[config.mk]
export PLATFORM = sky130hd
export DESIGN_NAME = pp_stage_buf
export DESIGN_NICKNAME = d
export VERILOG_FILES = /design/src/rtl/pp_pkg.sv /design/src/rtl/pp_regs.sv /design/src/rtl/pp_store.sv /design/src/rtl/pp_shifter.sv /design/src/rtl/pp_stage_buf.sv
export SDC_FILE = /design/constraint.sdc
export NUM_CORES = 1
export LEC_CHECK = 0
export ABC_CLOCK_PERIOD_IN_PS = 7600
export CELL_PAD_IN_SITES_DETAIL_PLACEMENT = 1
export CELL_PAD_IN_SITES_GLOBAL_PLACEMENT = 1
export CORE_AREA = 2 2 409 451
export DETAILED_ROUTE_END_ITERATION = 8
export DIE_AREA = 0 0 411 453
export DONT_BUFFER_PORTS = 1
export PLACE_DENSITY = 0.42
export SLEW_MARGIN = 20
export SYNTH_ARGS = -nofsm -noshare
export SYNTH_HDL_FRONTEND = slang
export SYNTH_SLANG_ARGS = --single-unit
export TNS_END_PERCENT = 50
[constraint.sdc]
create_clock -name clk -period 7.6 [get_ports clk]
set_input_delay 1.52 -clock clk [delete_from_list [all_inputs] [get_ports clk]]
set_output_delay 1.52 -clock clk [all_outputs]
set_load 0.1 [all_outputs]
[src/rtl/pp_pkg.sv]
package pp_pkg;
  localparam logic [7:0] PP_OPCODE   = 8'h02;
  localparam logic [7:0] CMD_PROGRAM = 8'h10;

  localparam logic [7:0] OFF_CMD   = 8'h00;
  localparam logic [7:0] OFF_MODE  = 8'h04;
  localparam logic [7:0] OFF_CFG   = 8'h08;
  localparam logic [7:0] OFF_DATA  = 8'h0C;
  localparam logic [7:0] OFF_ADDR0 = 8'h10;
  localparam logic [7:0] OFF_ADDR1 = 8'h14;
  localparam logic [7:0] OFF_ADDR2 = 8'h18;
  localparam logic [7:0] OFF_ADDR3 = 8'h20;

  // k-th address byte on the wire, most significant first
  function automatic logic [7:0] addr_byte(input logic [31:0] a,
                                           input logic four,
                                           input logic [2:0] k);
    logic [2:0] pos;
    pos = four ? (3'd3 - k) : (3'd2 - k);
    return 8'(a >> {pos, 3'b000});
  endfunction

  // little-endian byte lane of a stored word
  function automatic logic [7:0] word_byte(input logic [31:0] w,
                                           input logic [1:0] lane);
    return 8'(w >> {lane, 3'b000});
  endfunction
endpackage

[src/rtl/pp_regs.sv]
module pp_regs
  import pp_pkg::*;
#(
  parameter int SWITCH_LAT = 4
) (
  input  logic        clk,
  input  logic        rst_n,
  input  logic        bus_wr,
  input  logic [7:0]  bus_addr,
  input  logic [31:0] bus_wdata,
  input  logic        busy,
  output logic [31:0] bus_rdata,
  output logic        mode_eff,
  output logic        enter_prog,
  output logic        start_req,
  output logic        push_req,
  output logic        wide_addr,
  output logic [31:0] addr_word
);
  localparam int CW = $clog2(SWITCH_LAT + 1);
  localparam logic [CW-1:0] SW_LAST = CW'(SWITCH_LAT - 1);

  logic          mode_req;
  logic [CW-1:0] sw_cnt;
  logic          switching;
  logic          sw_fire;

  assign switching  = (mode_req != mode_eff) && !busy;
  assign sw_fire    = switching && (sw_cnt == SW_LAST);
  assign enter_prog = sw_fire && mode_req;
  assign push_req   = bus_wr && (bus_addr == OFF_DATA);
  assign start_req  = bus_wr && (bus_addr == OFF_CMD) &&
                      (bus_wdata[7:0] == CMD_PROGRAM) &&
                      mode_eff && (mode_req == mode_eff) && !busy;

  always_ff @(posedge clk or negedge rst_n) begin
    if (!rst_n) begin
      mode_req  <= 1'b0;
      mode_eff  <= 1'b0;
      sw_cnt    <= '0;
      wide_addr <= 1'b0;
      addr_word <= '0;
    end else begin
      if (switching) begin
        if (sw_fire) begin
          mode_eff <= mode_req;
          sw_cnt   <= '0;
        end else begin
          sw_cnt <= sw_cnt + 1'b1;
        end
      end else begin
        sw_cnt <= '0;
      end
      if (bus_wr) begin
        unique case (bus_addr)
          OFF_CFG:   mode_req         <= bus_wdata[0];
          OFF_MODE:  wide_addr        <= bus_wdata[4];
          OFF_ADDR0: addr_word[7:0]   <= bus_wdata[7:0];
          OFF_ADDR1: addr_word[15:8]  <= bus_wdata[7:0];
          OFF_ADDR2: addr_word[23:16] <= bus_wdata[7:0];
          OFF_ADDR3: addr_word[31:24] <= bus_wdata[7:0];
          default: ;
        endcase
      end
    end
  end

  always_comb begin
    bus_rdata = '0;
    unique case (bus_addr)
      OFF_CMD:   bus_rdata[4] = busy;
      OFF_MODE:  bus_rdata[4] = wide_addr;
      OFF_CFG:   bus_rdata[0] = mode_eff;
      OFF_ADDR0: bus_rdata[7:0] = addr_word[7:0];
      OFF_ADDR1: bus_rdata[7:0] = addr_word[15:8];
      OFF_ADDR2: bus_rdata[7:0] = addr_word[23:16];
      OFF_ADDR3: bus_rdata[7:0] = addr_word[31:24];
      default: ;
    endcase
  end
endmodule

[src/rtl/pp_store.sv]
module pp_store #(
  parameter int WORDS = 32,
  localparam int IW = $clog2(WORDS)
) (
  input  logic          clk,
  input  logic          rst_n,
  input  logic          push_req,
  input  logic          mode_eff,
  input  logic          busy,
  input  logic          enter_prog,
  input  logic          done,
  input  logic [31:0]   wdata,
  input  logic [IW-1:0] rd_idx,
  output logic [31:0]   rd_word,
  output logic          push_ok,
  output logic [IW:0]   ptr
);
  logic [31:0] mem_q [WORDS];

  assign push_ok = push_req && mode_eff && !busy && (ptr < (IW+1)'(WORDS));
  assign rd_word = mem_q[rd_idx];

  always_ff @(posedge clk or negedge rst_n) begin
    if (!rst_n) begin
      ptr <= '0;
    end else if (enter_prog || done) begin
      ptr <= '0;
    end else if (push_ok) begin
      ptr <= ptr + 1'b1;
    end
  end

  always_ff @(posedge clk) begin
    if (push_ok) mem_q[ptr[IW-1:0]] <= wdata;
  end
endmodule

[src/rtl/pp_shifter.sv]
module pp_shifter #(
  parameter int PAGE_BYTES = 128,
  parameter int SCK_HALF   = 1,
  localparam int IDXW = $clog2(PAGE_BYTES + 5),
  localparam int DW   = $clog2(SCK_HALF + 1)
) (
  input  logic            clk,
  input  logic            rst_n,
  input  logic            start,
  input  logic            wide_in,
  input  logic [31:0]     addr_in,
  input  logic [7:0]      byte_val,
  output logic [IDXW-1:0] byte_idx,
  output logic            wide_l,
  output logic [31:0]     addr_l,
  output logic            busy,
  output logic            done,
  output logic            spi_sck,
  output logic            spi_cs_n,
  output logic            spi_mosi
);
  localparam logic [DW-1:0] DIV_LAST = DW'(SCK_HALF - 1);

  logic [DW-1:0]   div_q;
  logic [2:0]      bit_q;
  logic [IDXW-1:0] last_idx;

  assign last_idx = IDXW'(PAGE_BYTES) + (wide_l ? IDXW'(4) : IDXW'(3));
  assign spi_mosi = !spi_cs_n && byte_val[bit_q];

  always_ff @(posedge clk or negedge rst_n) begin
    if (!rst_n) begin
      busy     <= 1'b0;
      done     <= 1'b0;
      spi_sck  <= 1'b0;
      spi_cs_n <= 1'b1;
      div_q    <= '0;
      bit_q    <= 3'd7;
      byte_idx <= '0;
      wide_l   <= 1'b0;
      addr_l   <= '0;
    end else begin
      done <= 1'b0;
      if (!busy) begin
        if (start) begin
          busy     <= 1'b1;
          spi_cs_n <= 1'b0;
          spi_sck  <= 1'b0;
          div_q    <= '0;
          bit_q    <= 3'd7;
          byte_idx <= '0;
          wide_l   <= wide_in;
          addr_l   <= addr_in;
        end
      end else if (div_q == DIV_LAST) begin
        div_q <= '0;
        if (!spi_sck) begin
          spi_sck <= 1'b1;
        end else begin
          spi_sck <= 1'b0;
          if (bit_q == 3'd0) begin
            bit_q <= 3'd7;
            if (byte_idx == last_idx) begin
              busy     <= 1'b0;
              spi_cs_n <= 1'b1;
              done     <= 1'b1;
              byte_idx <= '0;
            end else begin
              byte_idx <= byte_idx + 1'b1;
            end
          end else begin
            bit_q <= bit_q - 1'b1;
          end
        end
      end else begin
        div_q <= div_q + 1'b1;
      end
    end
  end
endmodule

[src/rtl/pp_stage_buf.sv]
module pp_stage_buf
  import pp_pkg::*;
#(
  parameter int WORDS      = 32,
  parameter int SWITCH_LAT = 4,
  parameter int SCK_HALF   = 1
) (
  input  logic        clk,
  input  logic        rst_n,
  input  logic        bus_wr,
  input  logic [7:0]  bus_addr,
  input  logic [31:0] bus_wdata,
  output logic [31:0] bus_rdata,
  output logic        spi_sck,
  output logic        spi_cs_n,
  output logic        spi_mosi
);
  localparam int PAGE_BYTES = WORDS * 4;
  localparam int IW   = $clog2(WORDS);
  localparam int IDXW = $clog2(PAGE_BYTES + 5);

  logic            mode_eff, enter_prog, start_req, push_req, push_ok;
  logic            wide_addr, wide_l, busy, done;
  logic [31:0]     addr_word, addr_l, rd_word;
  logic [IW:0]     ptr;
  logic [IW-1:0]   rd_idx;
  logic [IDXW-1:0] byte_idx, alen, pidx;
  logic [7:0]      byte_val;

  pp_regs #(.SWITCH_LAT(SWITCH_LAT)) regs_i (
    .clk(clk), .rst_n(rst_n), .bus_wr(bus_wr), .bus_addr(bus_addr),
    .bus_wdata(bus_wdata), .busy(busy), .bus_rdata(bus_rdata),
    .mode_eff(mode_eff), .enter_prog(enter_prog), .start_req(start_req),
    .push_req(push_req), .wide_addr(wide_addr), .addr_word(addr_word)
  );

  pp_store #(.WORDS(WORDS)) store_i (
    .clk(clk), .rst_n(rst_n), .push_req(push_req), .mode_eff(mode_eff),
    .busy(busy), .enter_prog(enter_prog), .done(done), .wdata(bus_wdata),
    .rd_idx(rd_idx), .rd_word(rd_word), .push_ok(push_ok), .ptr(ptr)
  );

  pp_shifter #(.PAGE_BYTES(PAGE_BYTES), .SCK_HALF(SCK_HALF)) shift_i (
    .clk(clk), .rst_n(rst_n), .start(start_req), .wide_in(wide_addr),
    .addr_in(addr_word), .byte_val(byte_val), .byte_idx(byte_idx),
    .wide_l(wide_l), .addr_l(addr_l), .busy(busy), .done(done),
    .spi_sck(spi_sck), .spi_cs_n(spi_cs_n), .spi_mosi(spi_mosi)
  );

  // frame layout: opcode, address bytes, page bytes
  assign alen   = wide_l ? IDXW'(4) : IDXW'(3);
  assign pidx   = byte_idx - alen - IDXW'(1);
  assign rd_idx = IW'(pidx >> 2);

  always_comb begin
    if (byte_idx == '0)
      byte_val = PP_OPCODE;
    else if (byte_idx <= alen)
      byte_val = addr_byte(addr_l, wide_l, 3'(byte_idx - IDXW'(1)));
    else
      byte_val = word_byte(rd_word, pidx[1:0]);
  end
endmodule

Yosys cells after proc, flatten, opt, wreduce, memory -nomap -nowiden --
Memories as Yosys holds them, arrays and structs flattened. Index checks and enable logic that the tools add are counted.
Storage, ports and cells: input port bits 43, latch bits 0, output and inout port bits 35, memories kept 1, logic and storage cells 134, memory bits (read-only) 0, register bits after elaboration 93, memory bits (writable) 1024
Memories:
- store_i.mem_q | words 32, width 32, rd ports 1, clocked after memory_dff 0, wr ports 1, line pp_store.sv:18 | logic [31:0] mem_q [WORDS];
Cells by class: eq/ne operators 16, multiplexer cells 49, magnitude comparators 3, multipliers 0, div/mod/pow operators 0, reductions and logical operators 33, shifts and indexed selects 2, bitwise logic cells 1, add/sub/neg operators 11
Operator list (number):
- $mux W8 | 8
- $eq A8 B5 Y1 const B | 4
- $shr A32 B5 Y8 | 1
- $shr A32 B6 Y8 | 1
- $mux W3 | 9
- $mux W1 | 25
- $pmux W3 S4 | 2
- $reduce_and A2 Y1 | 9
- $eq A8 B4 Y1 const B | 2
- $logic_not A8 Y1 | 2
- $logic_and A1 B1 Y1 | 13
- $mux W6 | 2
- $add A8 B1 Y8 const B | 1
- $add A8 B4 Y8 const A | 1
- $eq A8 B3 Y1 const B | 1
- $eq A8 B6 Y1 const B | 1
- $eq A8 B8 Y1 | 1
- $le A8 B3 Y1 | 1
- $ne A2 B2 Y1 const B | 4
- $sub A7 B1 Y7 const B | 1
- $sub A7 B3 Y7 | 1
- $add A6 B1 Y6 const B | 1
- $lt A6 B6 Y1 const B | 1
- $pmux W1 S6 | 1
- other kinds (18) | 22

Depth between registers and ports, before layout --
Gate-level depths: netlist of the first run. An unclocked memory read counts as a cell.
depth in word-level cells 10, gate-level depth with buffers 17, depth with buffers taken out 13

Hierarchy --
From an unflattened synthesis of the first run, not the netlist that was laid out.
Second synthesis, totals: cells, all modules 2748, area, all modules 45322.2 um^2
Modules (own cells, without submodules):
- pp_store | seq. area each 30899.6 um^2, area an instance 40164.8 um^2, cells each 2263, instances 1
- pp_shifter | seq. area each 1206.2 um^2, area an instance 2163.3 um^2, cells each 234, instances 1
- pp_regs | seq. area each 950.9 um^2, area an instance 2127.0 um^2, cells each 174, instances 1
- pp_stage_buf | seq. area each 0.0 um^2, area an instance 867.1 um^2, cells each 77, instances 1

Worst setup path before layout of the first run --
No wires, ideal clock.
path kind register to output, start register shift_i.byte_idx[0], end output port spi_mosi, slack 1.400 ns, buffers on the path 4, data required time 6.080 ns, cell stages (with the launch flop) 16, arrival time 4.680 ns, cells stage by stage dfrtp_1 ha_1 inv_1 fa_1 buf_6 xnor2_2 buf_6 a21oi_1 buf_2 buf_2 a32oi_1 a32oi_1 a2111o_1 a41oi_1 o211ai_1 a211oi_2
Between the ends: cells in the longest elaborated chain, start to end 9, elaborated cells on any way between the ends 16, classes of those cells add/sub (5); order compare (1); shift (2); mux (5); reduce/logical (2); memory (1)
Ends and longest elaborated chain:
- start: declaration | line pp_shifter.sv:13 | output logic [IDXW-1:0] byte_idx,
- start signal: assignment | line pp_shifter.sv:69 | byte_idx <= byte_idx + 1'b1;
- $sub A7 B3 Y7 or $sub A3 B1 Y3 (tied branches) | line pp_stage_buf.sv:52, pp_stage_buf.sv:59
- $sub A7 B1 Y7 or $sub A2 B3 Y3 (tied branches) | line pp_stage_buf.sv:52, pp_pkg.sv:19
- $mem_v2 Z32 W32 or $mux W3 (tied branches)
- $shr A32 B5 Y8 or $shr A32 B6 Y8 (tied branches) | line pp_pkg.sv:26, pp_pkg.sv:20
- $mux W8 | line pp_stage_buf.sv:58 | else if (byte_idx <= alen)
- $mux W8 (*) | line pp_stage_buf.sv:56 | if (byte_idx == '0)
- $bmux W1 S3 (*) | line pp_shifter.sv:29 | assign spi_mosi = !spi_cs_n && byte_val[bit_q];
- $mux W1 (not written as such) (*) | line pp_shifter.sv:29
- $logic_and A1 B1 Y1 (*) | line pp_shifter.sv:29
- end: declaration | line pp_stage_buf.sv:16 | output logic spi_mosi
Every way passes the cells marked *; elsewhere a longest branch is shown, timed or not. The select of a mux whose other input is x is not followed.

Final worst setup path of the first run --
Ends and elaborated chain as after synthesis.

==> flow_metrics.tcl, run 1 <==
set metrics [dict create \
    die_x_microns 411 \
    fin_cells 5449 \
    fillers 18900 \
    skew_ns 0.0456 \
    yosys.area.top_type_share 0.681 \
    grt.total_usage 0.181 \
    critPathMaxFanout 24 \
    power.leakage_uw 0.0182 \
    maxCapViolCount 0 \
    hold_path.startpoint "regs_i.sw_cnt[0]$_DFF_PN0_" \
    clk_path_buf_depth 3 \
    rr_startpoint "shift_i.busy$_DFF_PN0_" \
    period_share 0.979 \
    core_sq_um 181000 \
    rsz0062_at_grt "false" \
    synth-seq-cells 1116 \
    whs_ns 0.434 \
    hold_path_class "reg2reg" \
    synth_top_flop_cell "edfxtp_1" \
    ys_async_sr_fraction 0.0824 \
    num_vias 26600 \
    wire_per_inst_microns 31.2 \
    syn_inst 2810 \
    firstDrtPassIters 7 \
    start_util 0.249 \
    yosys_warnings 0 \
    worstSetupEndpointType "output pin" \
    crit_start "shift_i.byte_idx[0]$_DFFE_PN0P_" \
    antenna_left 0 \
    fmax_ghz 0.134 \
    critPathLaunchType "flop" \
    yosysSeqAreaShare 0.732 \
    io_pins 78 \
    overflow 0 \
    row_count 164 \
    layout_commonest_cell "edfxtp_1" \
    crit_arrival_ns 5.92 \
    insertion_delay_ns 0.78 \
    die_h_microns 453 \
    synth_cell_types 89 \
    fin_area_sq_um 53500 \
    synthTopCellsByArea "edfxtp_1 (68%), dfrtp_1 (4.9%), mux4_2 (4.7%)" \
    cts_sinks 1116 \
    path_class "reg2out" \
    h-tree-depth 3 \
    dp_cells 5208 \
    fin_tns_setup_ns 0 \
    power_density_nw_per_um2 246 \
    placed_area_sq_um 49100 \
    netlist_area_sq_um 45100 \
    period_needed_ns 7.44 \
    avgSynthCellArea_sq_um 16.1 \
    die_area_sq_um 186000 \
    place_congestion 0.820 \
    area.sequential_sq_um 33100 \
    grt_pass1_vias 28100 \
    vias_per_cell 4.88 \
    nets 2990 \
    synth_top_area_cell "edfxtp_1" \
    portBuffers 0 \
    clk_pin_slew_ns 0.06 \
    hold_violations 0 \
    drive_above_1_share 0.202 \
    relSlewSlack 0.208 \
    drtIter0Drc 2193 \
    drc 0 \
    clk_root_buffer_cell "clkbuf_16" \
    final_cell_mix "edfxtp_1 (1024), nand2_1 (439), buf_4 (135)" \
    power.total_uw 13200 \
    synth_edf_count 1024 \
    grt_first_pass_wirelength_microns 234000 \
    cts_tree "yes" \
    multiInputGateArea_sq_um 11500 \
    maxSlewViolCount 0 \
    antenna_found_initial 8 \
    grt_max_degree 93 \
    area_growth_pct 18.5 \
    tightest_slew_ns 1.18 \
    totalWireLength_microns 170000 \
    vdd_drop_max_uv 193 \
    cp.required_ns 6.08 \
    hpwlAfterDp_microns 104000 \
    status "finished clean" \
    numCtsBuffers 121 \
    setup_viol 0 \
]
cells in the mapped netlist, drive strengths merged, types with 31 or more instances:
cell / number
nand2: 441
nand4: 31
nor2: 87
a31oi: 35
a32oi: 59
a211oi: 43
buf: 130
clkbuf: 54
a21oi: 51
mux2i: 122
nand3: 117
dfrtp: 88
mux2: 89
mux4: 95
edfxtp: 1024
o21ai: 41
and3: 41
timing repair:
| item | CTS | global route |
|---|---|---|
| hold buffers | 0 | 0 |
| gates cloned | 1 | 0 |
| setup buffers | 7 | 0 |
| pin swaps | 3 | 0 |
| endpoints found under the setup margin | 1 | 1 |
| resized for setup | 6 | 4 |
state kept, by name, summed over array words and instances (netlist names), 3 cells and up:
signal            flops
shift_i.addr_l       32
store_i.mem_q      1024
regs_i.sw_cnt         3
regs_i.addr_word     32
store_i.ptr           6
shift_i.bit_q         3
shift_i.byte_idx      8
critical path, stage by stage, from the launching register on:
cell and delay [ns]:
dfrtp_1 0.45, ha_1 0.31, inv_1 0.10, fa_2 0.44
and2b_1 0.29, o31ai_4 0.35, nand2_4 0.41, buf_4 0.33
nor4_1 0.28, a221o_1 0.19, a211oi_2 0.07, a211oi_1 0.50
or4_1 0.28, a41oi_2 0.28, a211oi_4 0.50, buf_12 0.16
buf_12 0.16
worst paths after layout:
path	end	slack, ns	cells past startpoint
setup / recovery	spi_mosi	0.16	16
hold / removal	regs_i.sw_cnt[0]$_DFF_PN0_	0.43	1
setup reg to reg	store_i.mem_q[23][27]$_DFFE_PP_	3.86	5
hold reg to reg	regs_i.sw_cnt[0]$_DFF_PN0_	0.43	1
max in group asynchronous	shift_i.bit_q[0]$_DFFE_PN1P_	6.93	0
min in group asynchronous	regs_i.addr_word[2]$_DFFE_PN0P_	0.44	0
layout make-up:
type,count,area share
Multi-Input combinational cell,1520,0.216
Antenna cell,2,0.0000936
Tap cell,2407,0.0563
Timing Repair Buffer,159,0.0284
Sequential cell,1116,0.618
Inverter,14,0.000983
Clock inverter,89,0.0193
Clock buffer,142,0.0610
report_power, final:
part	internal (uW)	switching (uW)	leakage, uW
sequential	6710	7.33	0.0105
combinational	8.56	57.1	0.00566
clock	3810	2580	0.00211
per-stage QoR:
step | util | setup WS [ns]
4_1_cts | 0.295 | 0.00801
6_report | 0.295 | 0.160
2_1_floorplan | - | 1.40
3_3_place_gp | 0.270 | 0.536
3_5_place_dp | 0.270 | 0.418
5_1_grt | 0.295 | 0.0261
cell families after synthesis:
family,synth area share
flops,0.732
simple gates,0.0776
compound gates,0.0602
mux,0.0967
buf+inv,0.0244
xor+xnor,0.00438
fa+ha+maj,0.00432
other cells,0.0000831
per-layer routing:
metal | vias up | share of wire | global-route usage
met2 | 663 | 0.48 | 0.302
li1 | 11200 | - | -
met4 | 4 | 0.028 | 0.0558
met3 | 212 | 0.051 | 0.0330
met1 | 14500 | 0.44 | 0.239
met5 | - | 0.00015 | 0
(Power assumes the default switching activity.)
==> run 2: changes to the inputs <==
ABC_CLOCK_PERIOD_IN_PS = 6670   (was 7600)
MAX_ROUTING_LAYER = met4   (was unset)
PLACE_DENSITY = 0.44   (was 0.42)
clock period = 6.67 ns   (was 7.6 ns; I/O delays follow)
==> flow_metrics.tcl, run 2 (synthesis results as in run 1) <==
set metrics [dict create \
    finish.utilization 0.299 \
    grt.total_usage 0.190 \
    worstSetupEndpointType "output pin" \
    crit_top_cell "buf_12" \
    die_h_microns 453 \
    hpwlAfterDp_microns 101000 \
    status "finished clean" \
    path_class "reg2out" \
    numCtsBuffers 130 \
    grt_pass1_vias 28800 \
    rr_startpoint "shift_i.busy$_DFF_PN0_" \
    crit_start "shift_i.wide_l$_DFFE_PN0P_" \
    critical_path_buf_inv_count 6 \
    power_density_nw_per_um2 271 \
    area_growth_pct 20.3 \
    worstPathCellList "ha_4 > inv_2 > fa_2 > and2b_2 > o31ai_4 > buf_12 > a21oi_4 > buf_12 > buf_16 > a221o_1 > o211ai_1 > o311ai_1 > a221o_1 > o311a_1 > a211oi_4 > buf_12 > buf_12" \
    setup_slack_ns 0.00615 \
    row_count 164 \
    wire_per_inst_microns 31.4 \
    place_congestion 0.843 \
    clk_root_buffer_cell "clkbuf_16" \
    rsz0062_at_grt "false" \
    post-place-ws_ns -0.151 \
    maxCapViolCount 0 \
    final_cell_mix "edfxtp_1 (1024), nand2_1 (434), buf_4 (150)" \
    fmax_ghz 0.150 \
    h-tree-depth 4 \
    clk_pin_slew_ns 0.06 \
    nets 3056 \
    firstDrtPassIters 5 \
    antenna_found_initial 4 \
    start_util 0.249 \
    io_pins 78 \
    cp_slowest_stage_delay_ns 0.46 \
    drive_above_1_share 0.223 \
    totalWireLength_microns 173000 \
    period_share 0.999 \
    crit_arrival_ns 5.33 \
    fin_tns_setup_ns 0 \
    hold_path_class "in2async" \
    cts_sinks 1116 \
    tightest_slew_ns 1.17 \
    setup_viol 0 \
    grt_first_pass_wirelength_microns 239000 \
    hold_violations 0 \
    overflow 0 \
    drtIter0Drc 2475 \
    antenna_left 0 \
    maxSlewViolCount 0 \
    cts_tree "yes" \
    clk_path_buf_depth 3 \
    vdd_drop_max_uv 237 \
    relSlewSlack 0.221 \
    cpLargestDelayFamily "compound AO/OA/AOI/OAI gates" \
    power.leakage_uw 0.0185 \
    skew_ns 0.0339 \
    die_area_sq_um 186000 \
    core_sq_um 181000 \
    insertion_delay_ns 0.79 \
    period_needed_ns 6.66 \
    critPathLaunchType "flop" \
    cts_hold_buf 0 \
    largest_reg_flops 1024 \
    vias_per_cell 4.95 \
    die_x_microns 411 \
    drc 0 \
    portBuffers 0 \
    critPathMaxFanout 11 \
    grt_max_degree 93 \
    cp.required_ns 5.34 \
    num_vias 27200 \
    worst_path_max_delay_cell "a221o_1" \
    layout_commonest_cell "edfxtp_1" \
]
## run 2: changes by cell type in the layout (fill, tap and decap cells not counted), moves of 6 or more
cell	before	now
buf_12	21	45
buf_4	135	150
buf_6	0	10
bufinv_16	22	10
clkbuf_1	11	25
clkbuf_16	126	132
clkinv_2	28	18
## run 2: final cells by class
| cell class | count | area, sq um |
|---|---|---|
| Clock inverter | 77 | 707 |
| Sequential cell | 1116 | 33100 |
| Fill cell | 18900 | 127000 |
| Inverter | 14 | 52.6 |
| Multi-Input combinational cell | 1521 | 11700 |
| Clock buffer | 156 | 3370 |
| Antenna cell | 2 | 5.00 |
| Timing Repair Buffer | 215 | 2370 |
| Tap cell | 2407 | 3010 |
## run 2: final timing paths
| path | end | slack (ns) | depth (start not counted) |
|---|---|---|---|
| max reg2reg | store_i.mem_q[19][26]$_DFFE_PP_ | 3.20 | 5 |
| min in group clk | regs_i.sw_cnt[0]$_DFF_PN0_ | 0.43 | 1 |
| max | spi_mosi | 0.006 | 17 |
| max in group asynchronous | shift_i.bit_q[1]$_DFFE_PN1P_ | 6.24 | 0 |
| min | regs_i.addr_word[22]$_DFFE_PN0P_ | 0.24 | 0 |
| min reg2reg | regs_i.sw_cnt[0]$_DFF_PN0_ | 0.43 | 1 |
## run 2: through the flow
| step | instances | instance area (sq um) | hold slack (ns) | total power [uW] |
|---|---|---|---|---|
| floorplan | 2833 | 45200 | 0.406 | 7880 |
| global placement | 5232 | 49400 | 0.415 | 7870 |
| detailed placement | 5232 | 49400 | 0.427 | 7880 |
| CTS | 5503 | 54200 | 0.177 | 14900 |
| global route | 5507 | 54300 | 0.197 | 15100 |
| finish | 5508 | 54300 | 0.238 | 14700 |
## run 2: power breakdown
part	internal (uW)	switching [uW]
combinational	9.81	64.7
sequential	7650	8.62
clock	4010	2970
## run 2: metal layers
layer / global-route usage / wire (microns) / up-vias / share of wire
li1: - / - / 11400 / -
met1: 0.242 / 75600 / 14900 / 0.44
met2: 0.315 / 85800 / 704 / 0.50
met3: 0.0270 / 7160 / 215 / 0.041
met4: 0.0508 / 4100 / 0 / 0.024
met5: - / 0 / - / 0
## run 2: timing repair
item | CTS | global route
pin swaps | 18 | 8
setup endpoints to repair | 1 | 1
endpoints found under the hold margin | 0 | 0
gates cloned | 4 | 1
setup buffers | 34 | 3
gates resized for setup | 66 | 13
## run 2: worst register-to-register path, cell delays in order (launching register included)
cell and delay, ns:
dfrtp_1 0.60, nor4_1 0.38, buf_4 0.21, nand2_1 0.51, nor2_4 1.09, buf_12 0.33
